[src/rtl/lane_mask_pkg.sv]
package lane_mask_pkg;

    typedef enum logic [3:0] {
        OP_IF      = 4'd0,
        OP_ELSE    = 4'd1,
        OP_REJOIN  = 4'd2,
        OP_BRK     = 4'd3,
        OP_IFBRK   = 4'd4,
        OP_ELSEBRK = 4'd5,
        OP_LOOP    = 4'd6,
        OP_KILLI   = 4'd7,
        OP_KILLV   = 4'd8,
        OP_SKIPZ   = 4'd9
    } lm_op_e;

endpackage

[src/rtl/lane_mask_file.sv]
module lane_mask_file #(
    parameter int LANES = 64,
    parameter int NREGS = 8,
    localparam int IDXW = $clog2(NREGS)
) (
    input  logic             clk,
    input  logic             rst_n,
    input  logic             we,
    input  logic [IDXW-1:0]  waddr,
    input  logic [LANES-1:0] wdata,
    input  logic [IDXW-1:0]  raddr_a,
    input  logic [IDXW-1:0]  raddr_b,
    output logic [LANES-1:0] rdata_a,
    output logic [LANES-1:0] rdata_b
);

    logic [LANES-1:0] regs_q [NREGS];

    for (genvar g = 0; g < NREGS; g++) begin : g_reg
        logic [LANES-1:0] reg_d;

        always_comb begin
            reg_d = regs_q[g];
            if (we && (waddr == IDXW'(g))) begin
                reg_d = wdata;
            end
        end

        always_ff @(posedge clk) begin
            if (!rst_n) begin
                regs_q[g] <= '0;
            end else begin
                regs_q[g] <= reg_d;
            end
        end
    end

    assign rdata_a = regs_q[raddr_a];
    assign rdata_b = regs_q[raddr_b];

endmodule

[src/rtl/lane_mask_alu.sv]
module lane_mask_alu
    import lane_mask_pkg::*;
#(
    parameter int LANES = 64
) (
    input  lm_op_e           op,
    input  logic [LANES-1:0] mask,
    input  logic [LANES-1:0] cond,
    input  logic             kill_sign,
    input  logic             exec_mod,
    input  logic [LANES-1:0] src_val,
    input  logic [LANES-1:0] aux_val,
    output logic [LANES-1:0] mask_nxt,
    output logic             wr_en,
    output logic [LANES-1:0] wr_val,
    output logic             taken
);

    logic [LANES-1:0] narrowed;
    logic [LANES-1:0] widened;
    logic [LANES-1:0] kept;

    always_comb begin
        mask_nxt = mask;
        wr_en    = 1'b0;
        wr_val   = '0;
        taken    = 1'b0;
        narrowed = mask & cond;
        widened  = mask | src_val;
        kept     = mask;
        case (op)
            OP_IF: begin
                mask_nxt = narrowed;
                wr_en    = 1'b1;
                wr_val   = narrowed ^ mask;
            end
            OP_ELSE: begin
                if (exec_mod) begin
                    kept = widened & mask;
                end
                mask_nxt = widened ^ kept;
                wr_en    = 1'b1;
                wr_val   = kept;
            end
            OP_REJOIN: begin
                mask_nxt = widened;
            end
            OP_BRK: begin
                wr_en  = 1'b1;
                wr_val = widened;
            end
            OP_IFBRK: begin
                wr_en  = 1'b1;
                wr_val = cond | src_val;
            end
            OP_ELSEBRK: begin
                wr_en  = 1'b1;
                wr_val = aux_val | src_val;
            end
            OP_LOOP: begin
                mask_nxt = mask & ~src_val;
                taken    = |(mask & ~src_val);
            end
            OP_KILLI: begin
                if (kill_sign) begin
                    mask_nxt = '0;
                end
            end
            OP_KILLV: begin
                mask_nxt = mask & ~cond;
            end
            OP_SKIPZ: begin
                taken = ~|mask;
            end
            default: begin
                mask_nxt = mask;
            end
        endcase
    end

endmodule

[src/rtl/lane_mask_seq.sv]
module lane_mask_seq
    import lane_mask_pkg::*;
#(
    parameter int LANES = 64,
    parameter int NREGS = 8,
    parameter int IMMW  = 32,
    localparam int IDXW = $clog2(NREGS)
) (
    input  logic             clk,
    input  logic             rst_n,
    input  logic             cmd_valid,
    output logic             cmd_ready,
    input  logic [3:0]       cmd_op,
    input  logic [IDXW-1:0]  cmd_dst,
    input  logic [IDXW-1:0]  cmd_src,
    input  logic [LANES-1:0] cmd_cond,
    input  logic [IMMW-1:0]  cmd_imm,
    input  logic             cmd_exec_mod,
    output logic             rsp_valid,
    output logic [LANES-1:0] rsp_mask,
    output logic             rsp_idle,
    output logic             rsp_taken
);

    typedef struct packed {
        logic [LANES-1:0] mask;
        logic             taken;
        logic             idle;
        logic             vld;
        logic             rdy;
    } seq_state_t;

    seq_state_t st_d;
    seq_state_t st_q;

    logic             accept;
    logic [LANES-1:0] src_val;
    logic [LANES-1:0] aux_val;
    logic [LANES-1:0] alu_mask;
    logic             alu_wr;
    logic [LANES-1:0] alu_wval;
    logic             alu_taken;
    logic             unused_imm_bits;

    assign accept          = cmd_valid && st_q.rdy;
    assign unused_imm_bits = ^cmd_imm[IMMW-2:IDXW];

    lane_mask_file #(
        .LANES (LANES),
        .NREGS (NREGS)
    ) u_file (
        .clk     (clk),
        .rst_n   (rst_n),
        .we      (accept && alu_wr),
        .waddr   (cmd_dst),
        .wdata   (alu_wval),
        .raddr_a (cmd_src),
        .raddr_b (cmd_imm[IDXW-1:0]),
        .rdata_a (src_val),
        .rdata_b (aux_val)
    );

    lane_mask_alu #(
        .LANES (LANES)
    ) u_alu (
        .op        (lm_op_e'(cmd_op)),
        .mask      (st_q.mask),
        .cond      (cmd_cond),
        .kill_sign (cmd_imm[IMMW-1]),
        .exec_mod  (cmd_exec_mod),
        .src_val   (src_val),
        .aux_val   (aux_val),
        .mask_nxt  (alu_mask),
        .wr_en     (alu_wr),
        .wr_val    (alu_wval),
        .taken     (alu_taken)
    );

    always_comb begin
        st_d     = st_q;
        st_d.rdy = 1'b1;
        st_d.vld = accept;
        if (accept) begin
            st_d.mask  = alu_mask;
            st_d.taken = alu_taken;
            st_d.idle  = ~|alu_mask;
        end
    end

    always_ff @(posedge clk) begin
        if (!rst_n) begin
            st_q.mask  <= '1;
            st_q.taken <= 1'b0;
            st_q.idle  <= 1'b0;
            st_q.vld   <= 1'b0;
            st_q.rdy   <= 1'b0;
        end else begin
            st_q <= st_d;
        end
    end

    assign cmd_ready = st_q.rdy;
    assign rsp_valid = st_q.vld;
    assign rsp_mask  = st_q.mask;
    assign rsp_idle  = st_q.idle;
    assign rsp_taken = st_q.taken;

endmodule

[config.mk]
export PLATFORM = sky130hd
export DESIGN_NAME = lane_mask_seq
export DESIGN_NICKNAME = d
export VERILOG_FILES = /design/src/rtl/lane_mask_pkg.sv /design/src/rtl/lane_mask_file.sv /design/src/rtl/lane_mask_alu.sv /design/src/rtl/lane_mask_seq.sv
export SDC_FILE = /design/constraint.sdc
export NUM_CORES = 1
export LEC_CHECK = 0
export BUFFER_PORTS_ARGS = -buffer_cell sky130_fd_sc_hd__buf_2
export CAP_MARGIN = 20
export CORE_UTILIZATION = 50
export CTS_CLUSTER_SIZE = 30
export DETAILED_ROUTE_END_ITERATION = 8
export PLACE_DENSITY = 0.67
export SYNTH_ARGS = -nofsm -noshare
export SYNTH_HDL_FRONTEND = slang
export SYNTH_HIERARCHICAL = 1
export SYNTH_SLANG_ARGS = --single-unit
[constraint.sdc]
create_clock -name clk -period 8.3 [get_ports clk]
set_input_delay 1.66 -clock clk [delete_from_list [all_inputs] [get_ports clk]]
set_output_delay 1.66 -clock clk [all_outputs]
set_load 0.02 [all_outputs]
* Word-level counts from Yosys, hierarchy flattened
Memory sizes are Yosys's and may differ from the RTL's.
Cells that the tools add are included.
** Cells by class
- Reductions and logical operators :: 26
- Multiplexer cells :: 26
- Bitwise gates (word level) :: 19
- Eq/ne operators :: 24
** Operator list (number)
- two-way mux 64 bit :: 19
- case mux 64 bit (6 select lines) :: 1
- case mux 64 bit (5 select lines) :: 1
- bitwise AND 64 bit :: 4
- OR 64 bit :: 3
- OR reduction 64 bit :: 3
- inverter 64 bit :: 2
- XOR 64 bit :: 2
- equality test 4 x 3 -> 1 bit, second input constant :: 4
- AND reduction 2 bit :: 8
- equality test 3 bit, second input constant :: 4
- logical AND 1 bit :: 10
- equality test 4 x 2 -> 1 bit, second input constant :: 2
- equality test 4 bit, second input constant :: 2
- inequality test 1 bit, second input constant :: 8
- OR 1 bit :: 8
- equality test 3 x 2 -> 1 bit, second input constant :: 2
- OR reduction 5 bit :: 1
- equality test 4 x 1 -> 1 bit, second input constant :: 1
- logical NOT 4 bit :: 1
- two-way mux 1 bit :: 4
- equality test 3 x 1 -> 1 bit, second input constant :: 1
- logical NOT 3 bit :: 1
- logical NOT 1 bit :: 2
- case mux 1 bit (2 select lines) :: 1
** Word-level totals
- Logic and storage cells :: 101
- Memory bits (writable) :: 512
- Output and inout bits :: 68
- Memories kept :: 1
- Bits of input ports :: 110
- Bits in registers :: 68
** Memories
- u_file.regs_q :: depth 8, bits a word 64, rd ports 2, clocked after memory_dff 0, wr ports 8, RTL line lane_mask_file.sv:17 : logic [LANES-1:0] regs_q [NREGS];

* Longest topological paths before layout
An unclocked memory read counts as a cell.
- Word-level depth :: 9
- Gate-level depth with buffers :: 12
- Depth with buffers taken out :: 9

* By module
The synthesis kept the hierarchy.
** Modules (own cells, without submodules)
- lane_mask_file :: cells an instance 1672, area an instance 26355.3 µm², instances 1, sequential area each 15374.7 µm²
- lane_mask_alu :: cells an instance 849, area an instance 4929.7 µm², instances 1, sequential area each 0.0 µm²
- lane_mask_seq :: cells an instance 311, area an instance 2442.3 µm², instances 1, sequential area each 1361.3 µm²

* Worst setup path after synthesis
OpenSTA, ideal clock, no wires.
- Kind :: input to register
- Start :: input cmd_op[0]
- End :: memory u_file.regs_q[3][0], enable pin
- Arrival :: 7.130 ns
- Setup time :: 0.574 ns
- Required time :: 7.726 ns
- Buffers on the path :: 2
- Stages :: 7
- Path slack :: 0.596 ns
- Path through :: buf_4 -> clkbuf_1 -> nand2b_1 -> a21oi_1 -> and3_1 -> nand2b_1 -> o21ai_0
** RTL lines
- from (decl) :: RTL line lane_mask_seq.sv:13 : input logic [3:0] cmd_op,
- to (decl) :: RTL line lane_mask_file.sv:17

* Worst setup path in the final report
- Start :: input cmd_src[2]
- End :: register st_q, in the netlist rsp_taken
** Between the ends
- Longest elaborated chain between the ends :: 5
** Ends and longest elaborated chain
- from (decl) :: RTL line lane_mask_seq.sv:15 : input logic [IDXW-1:0] cmd_src,
- memory read (8 x 64 bit)
- net src_val[30] :: RTL line lane_mask_seq.sv:37 : logic [LANES-1:0] src_val;
- inverter 64 bit :: RTL line lane_mask_alu.sv:62 : taken = |(mask & ~src_val);
- bitwise AND 64 bit :: RTL line lane_mask_alu.sv:62
- OR reduction 64 bit :: RTL line lane_mask_alu.sv:62
- case mux 1 bit (2 select lines) :: RTL line lane_mask_alu.sv:31 : case (op)
- net alu_taken :: RTL line lane_mask_seq.sv:42 : logic alu_taken;
- to (signal assigned) :: RTL line lane_mask_seq.sv:98 : st_q <= st_d;
- to (decl) :: RTL line lane_mask_seq.sv:34 : seq_state_t st_q;
The timed path passes the listed nets, and every way through them passes these cells.
A chain may end at the register's enable or synchronous reset.

==> flow_summary.yaml <==
yosys:
  synth_top_area_cell: "edfxtp_1"
  synth_largest_type_area_fraction: 0.456
  asyncSetResetFlopFracSynth: 0
  yosys.cell_types.count: 47
  post_synth.cell_area_avg_um2: 11.9
  yosys_warnings: 6
  synth_area_um2: 33700
  synth_top_cells_by_count: "513 x nor3_1, 512 x edfxtp_1, 264 x nand2_1"
  number_of_flops_mapped_to_enable_cells_by_yosys: 512
  share_of_the_yosys_chip_area_belonging_to_registers: 0.496
  synth_fp_nets: 2942
  postSynthRegisterBits: 580
  syn-instance-count: 2832
  yosysMostFrequentCell: "nor3_1"
  largest_cells_by_area_after_synthesis: "edfxtp_1 46%, mux4_2 17%, nor3_1 7.6%"
  synthFlopType: "edfxtp_1"
floorplanning:
  core_area_um2: 66200
  die_width_um: 262
  floorplan.io_pins: 178
  start_util: 0.509
  die-area_um2: 68500
  chipHeight_um: 262
  floorplan.rows: 94
detailed_routing:
  wirelength_mm: 114
  drt-pass1-iter-count: 8
  drtAntennaViolNets: 0
  via_per_inst: 7.16
  post_drt_wl_per_cell_um: 30.6
  via_count: 26800
  drt_iter0_markers: 3509
  remaining_drc_errors: 0
layout:
  layout.nets: 2925
  post-route-util: 0.556
  final_layout_size_suffix_gt1_frac: 0.241
  area.growth.synth_to_final_pct: 9.20
clocking:
  path_clk_slew_ns: 0.06
  cts_buffers: 60
  tritoncts: "yes"
  clock_tree.root_cell: "clkbuf_16"
  number_of_h_tree_levels: 2
  number_of_gates_given_a_new_drive_strength_after_cts: 0
  quantity_of_hold_fixing_buffers_added_after_cts: 0
  cts_max_path_buffers: 3
  cts_num_sinks: 580
  post-cts-setup-buffers: 0
  latest_clock_arrival_within_the_worst_skew_pair_ns: 0.66
power:
  ir_drop_mv: 0.162
  total_leakage_power_nw: 11.9
  pwr_density_cell_nw_per_um2: 194
sta:
  slew_headroom: 0.149
  timing.final.max_slew_violations: 0
  timing.clock.skew_ns: 0.0271
  final.setup.tns_ns: 0
  timing_worst_slew_pin_value_ns: 1.24
  timing.fmax_mhz: 200
  rsz0062_at_grt: "false"
  timing.final.crit_period_ns: 4.99
  hold_violations: 0
  timing.final.crit_share: 0.602
  final-setup-viol-count: 0
setup_path:
  worst_ep_arrival_time_ns: 5.52
  ff2ff_path_depth: 9
  cp.required_ns: 8.83
  timing_worst_setup_path_type: "in -> reg"
  crit-reg2reg-launch: "u_file/regs_q[3][61]"
  element_type_at_the_critical_path_start: "input pin"
  crit_path_max_fanout: 61
  setup.worst_path.start: "cmd_src[2]"
  worst_setup_path_end_kind: "flop"
placed_design:
  hpwlAfterDp_mm: 65.2
  place.gp.congestion: 0.887
  placement.io_buffers: 148
global_routing:
  grt_max_degree: 215
  initial_antenna_violation_count: 9
  gr-usage-all-layers: 0.332
  grt_overflow_total: 0
  wire_length_of_the_first_global_routing_pass_mm: 167
  via_count_of_the_first_global_routing_pass: 26100
worst_hold_path:
  min_delay_path_depth: 2
  hold_class: "reg -> reg"
  worst_hold_startpoint: "rsp_taken"
run_status:
  result_of_the_run: "complete, no violations"
run:
  max_cap_viol_count: 0
[flip-flops by register name, summed over array words and instances, names as in the netlist]
signal and cells:
rsp_valid 1, cmd_ready 1, rsp_mask 64, u_file/regs_q 512, rsp_idle 1, rsp_taken 1
[metal layers]
layer  wire length, µm  global-route usage  vias to the layer above
met5                39                   0                        -
met4              6530               0.191                        6
met3             14000              0.0799                      411
met2             53600               0.524                     1994
met1             40200               0.420                    13200
li1                  -                   -                    11100
[path summary, 6_finish.rpt]
path,endpoint,slack [ns]
hold reg to reg,rsp_taken,0.52
setup reg to reg,rsp_taken,4.95
setup / recovery,rsp_taken,3.31
hold / removal,rsp_taken,0.52
[critical path, cell delays in order]
cell       delay, ns
buf_6           0.59
buf_4           0.45
mux4_2          0.27
mux2_2          0.21
nor2b_1         0.06
a2111oi_0       0.97
nand4_1         0.44
nor4_1          0.44
o21ai_0         0.13
nand2_1         0.10
a21boi_1        0.07
[cell usage in the layout (no fill, tap or decap), types with 65 or more instances in the layout]
cell,n
nor2_1,65
mux4_2,256
nor2b_1,107
buf_2,140
nor3_1,513
edfxtp_1,512
mux2_2,128
nand2_1,262
o21ai_0,113
dfxtp_1,68
clkinv_1,80
nand3_1,65
o21ai_1,79
o221ai_1,76
[report_power, final]
| group | switching, mW | internal [mW] | leakage, nW | total (mW) |
|---|---|---|---|---|
| Combinational | 0.731 | 0.400 | 5.17 | 1.13 |
| Sequential | 0.0963 | 3.28 | 5.86 | 3.38 |
| Clock | 1.17 | 1.45 | 0.906 | 2.63 |
| Total | 2.00 | 5.14 | 11.9 | 7.14 |
[final cells by class]
cell class | count | area (µm²)
fill | 5461 | 29400
sequential | 580 | 16700
multi-input combinational | 1889 | 15500
clock buffer | 78 | 1570
timing repair buffer | 203 | 1340
tap | 864 | 1080
inverter | 81 | 304
clock inverter | 36 | 299
antenna | 7 | 17.5
[stage by stage]
step | total power, mW | instance area [µm²] | hold slack (ns) | cells | setup slack, ns
final | 7.14 | 36800 | 0.524 | 3738 | 3.31
after floorplan | 4.17 | 33700 | 0.532 | 2832 | 0.596
after detailed placement | 4.54 | 34900 | 0.511 | 3616 | 2.73
after global placement | 4.51 | 34900 | 0.510 | 3615 | 2.81
after CTS | 7.12 | 36800 | 0.520 | 3730 | 3.36
after global routing | 7.32 | 36800 | 0.534 | 3737 | 3.20
[cells by family after synthesis]
group,synth area share
compound gates,0.0831
xor+xnor,0.000260
buf+inv,0.0494
flops,0.496
mux,0.214
simple gates,0.157
(Power assumes the default switching activity.)
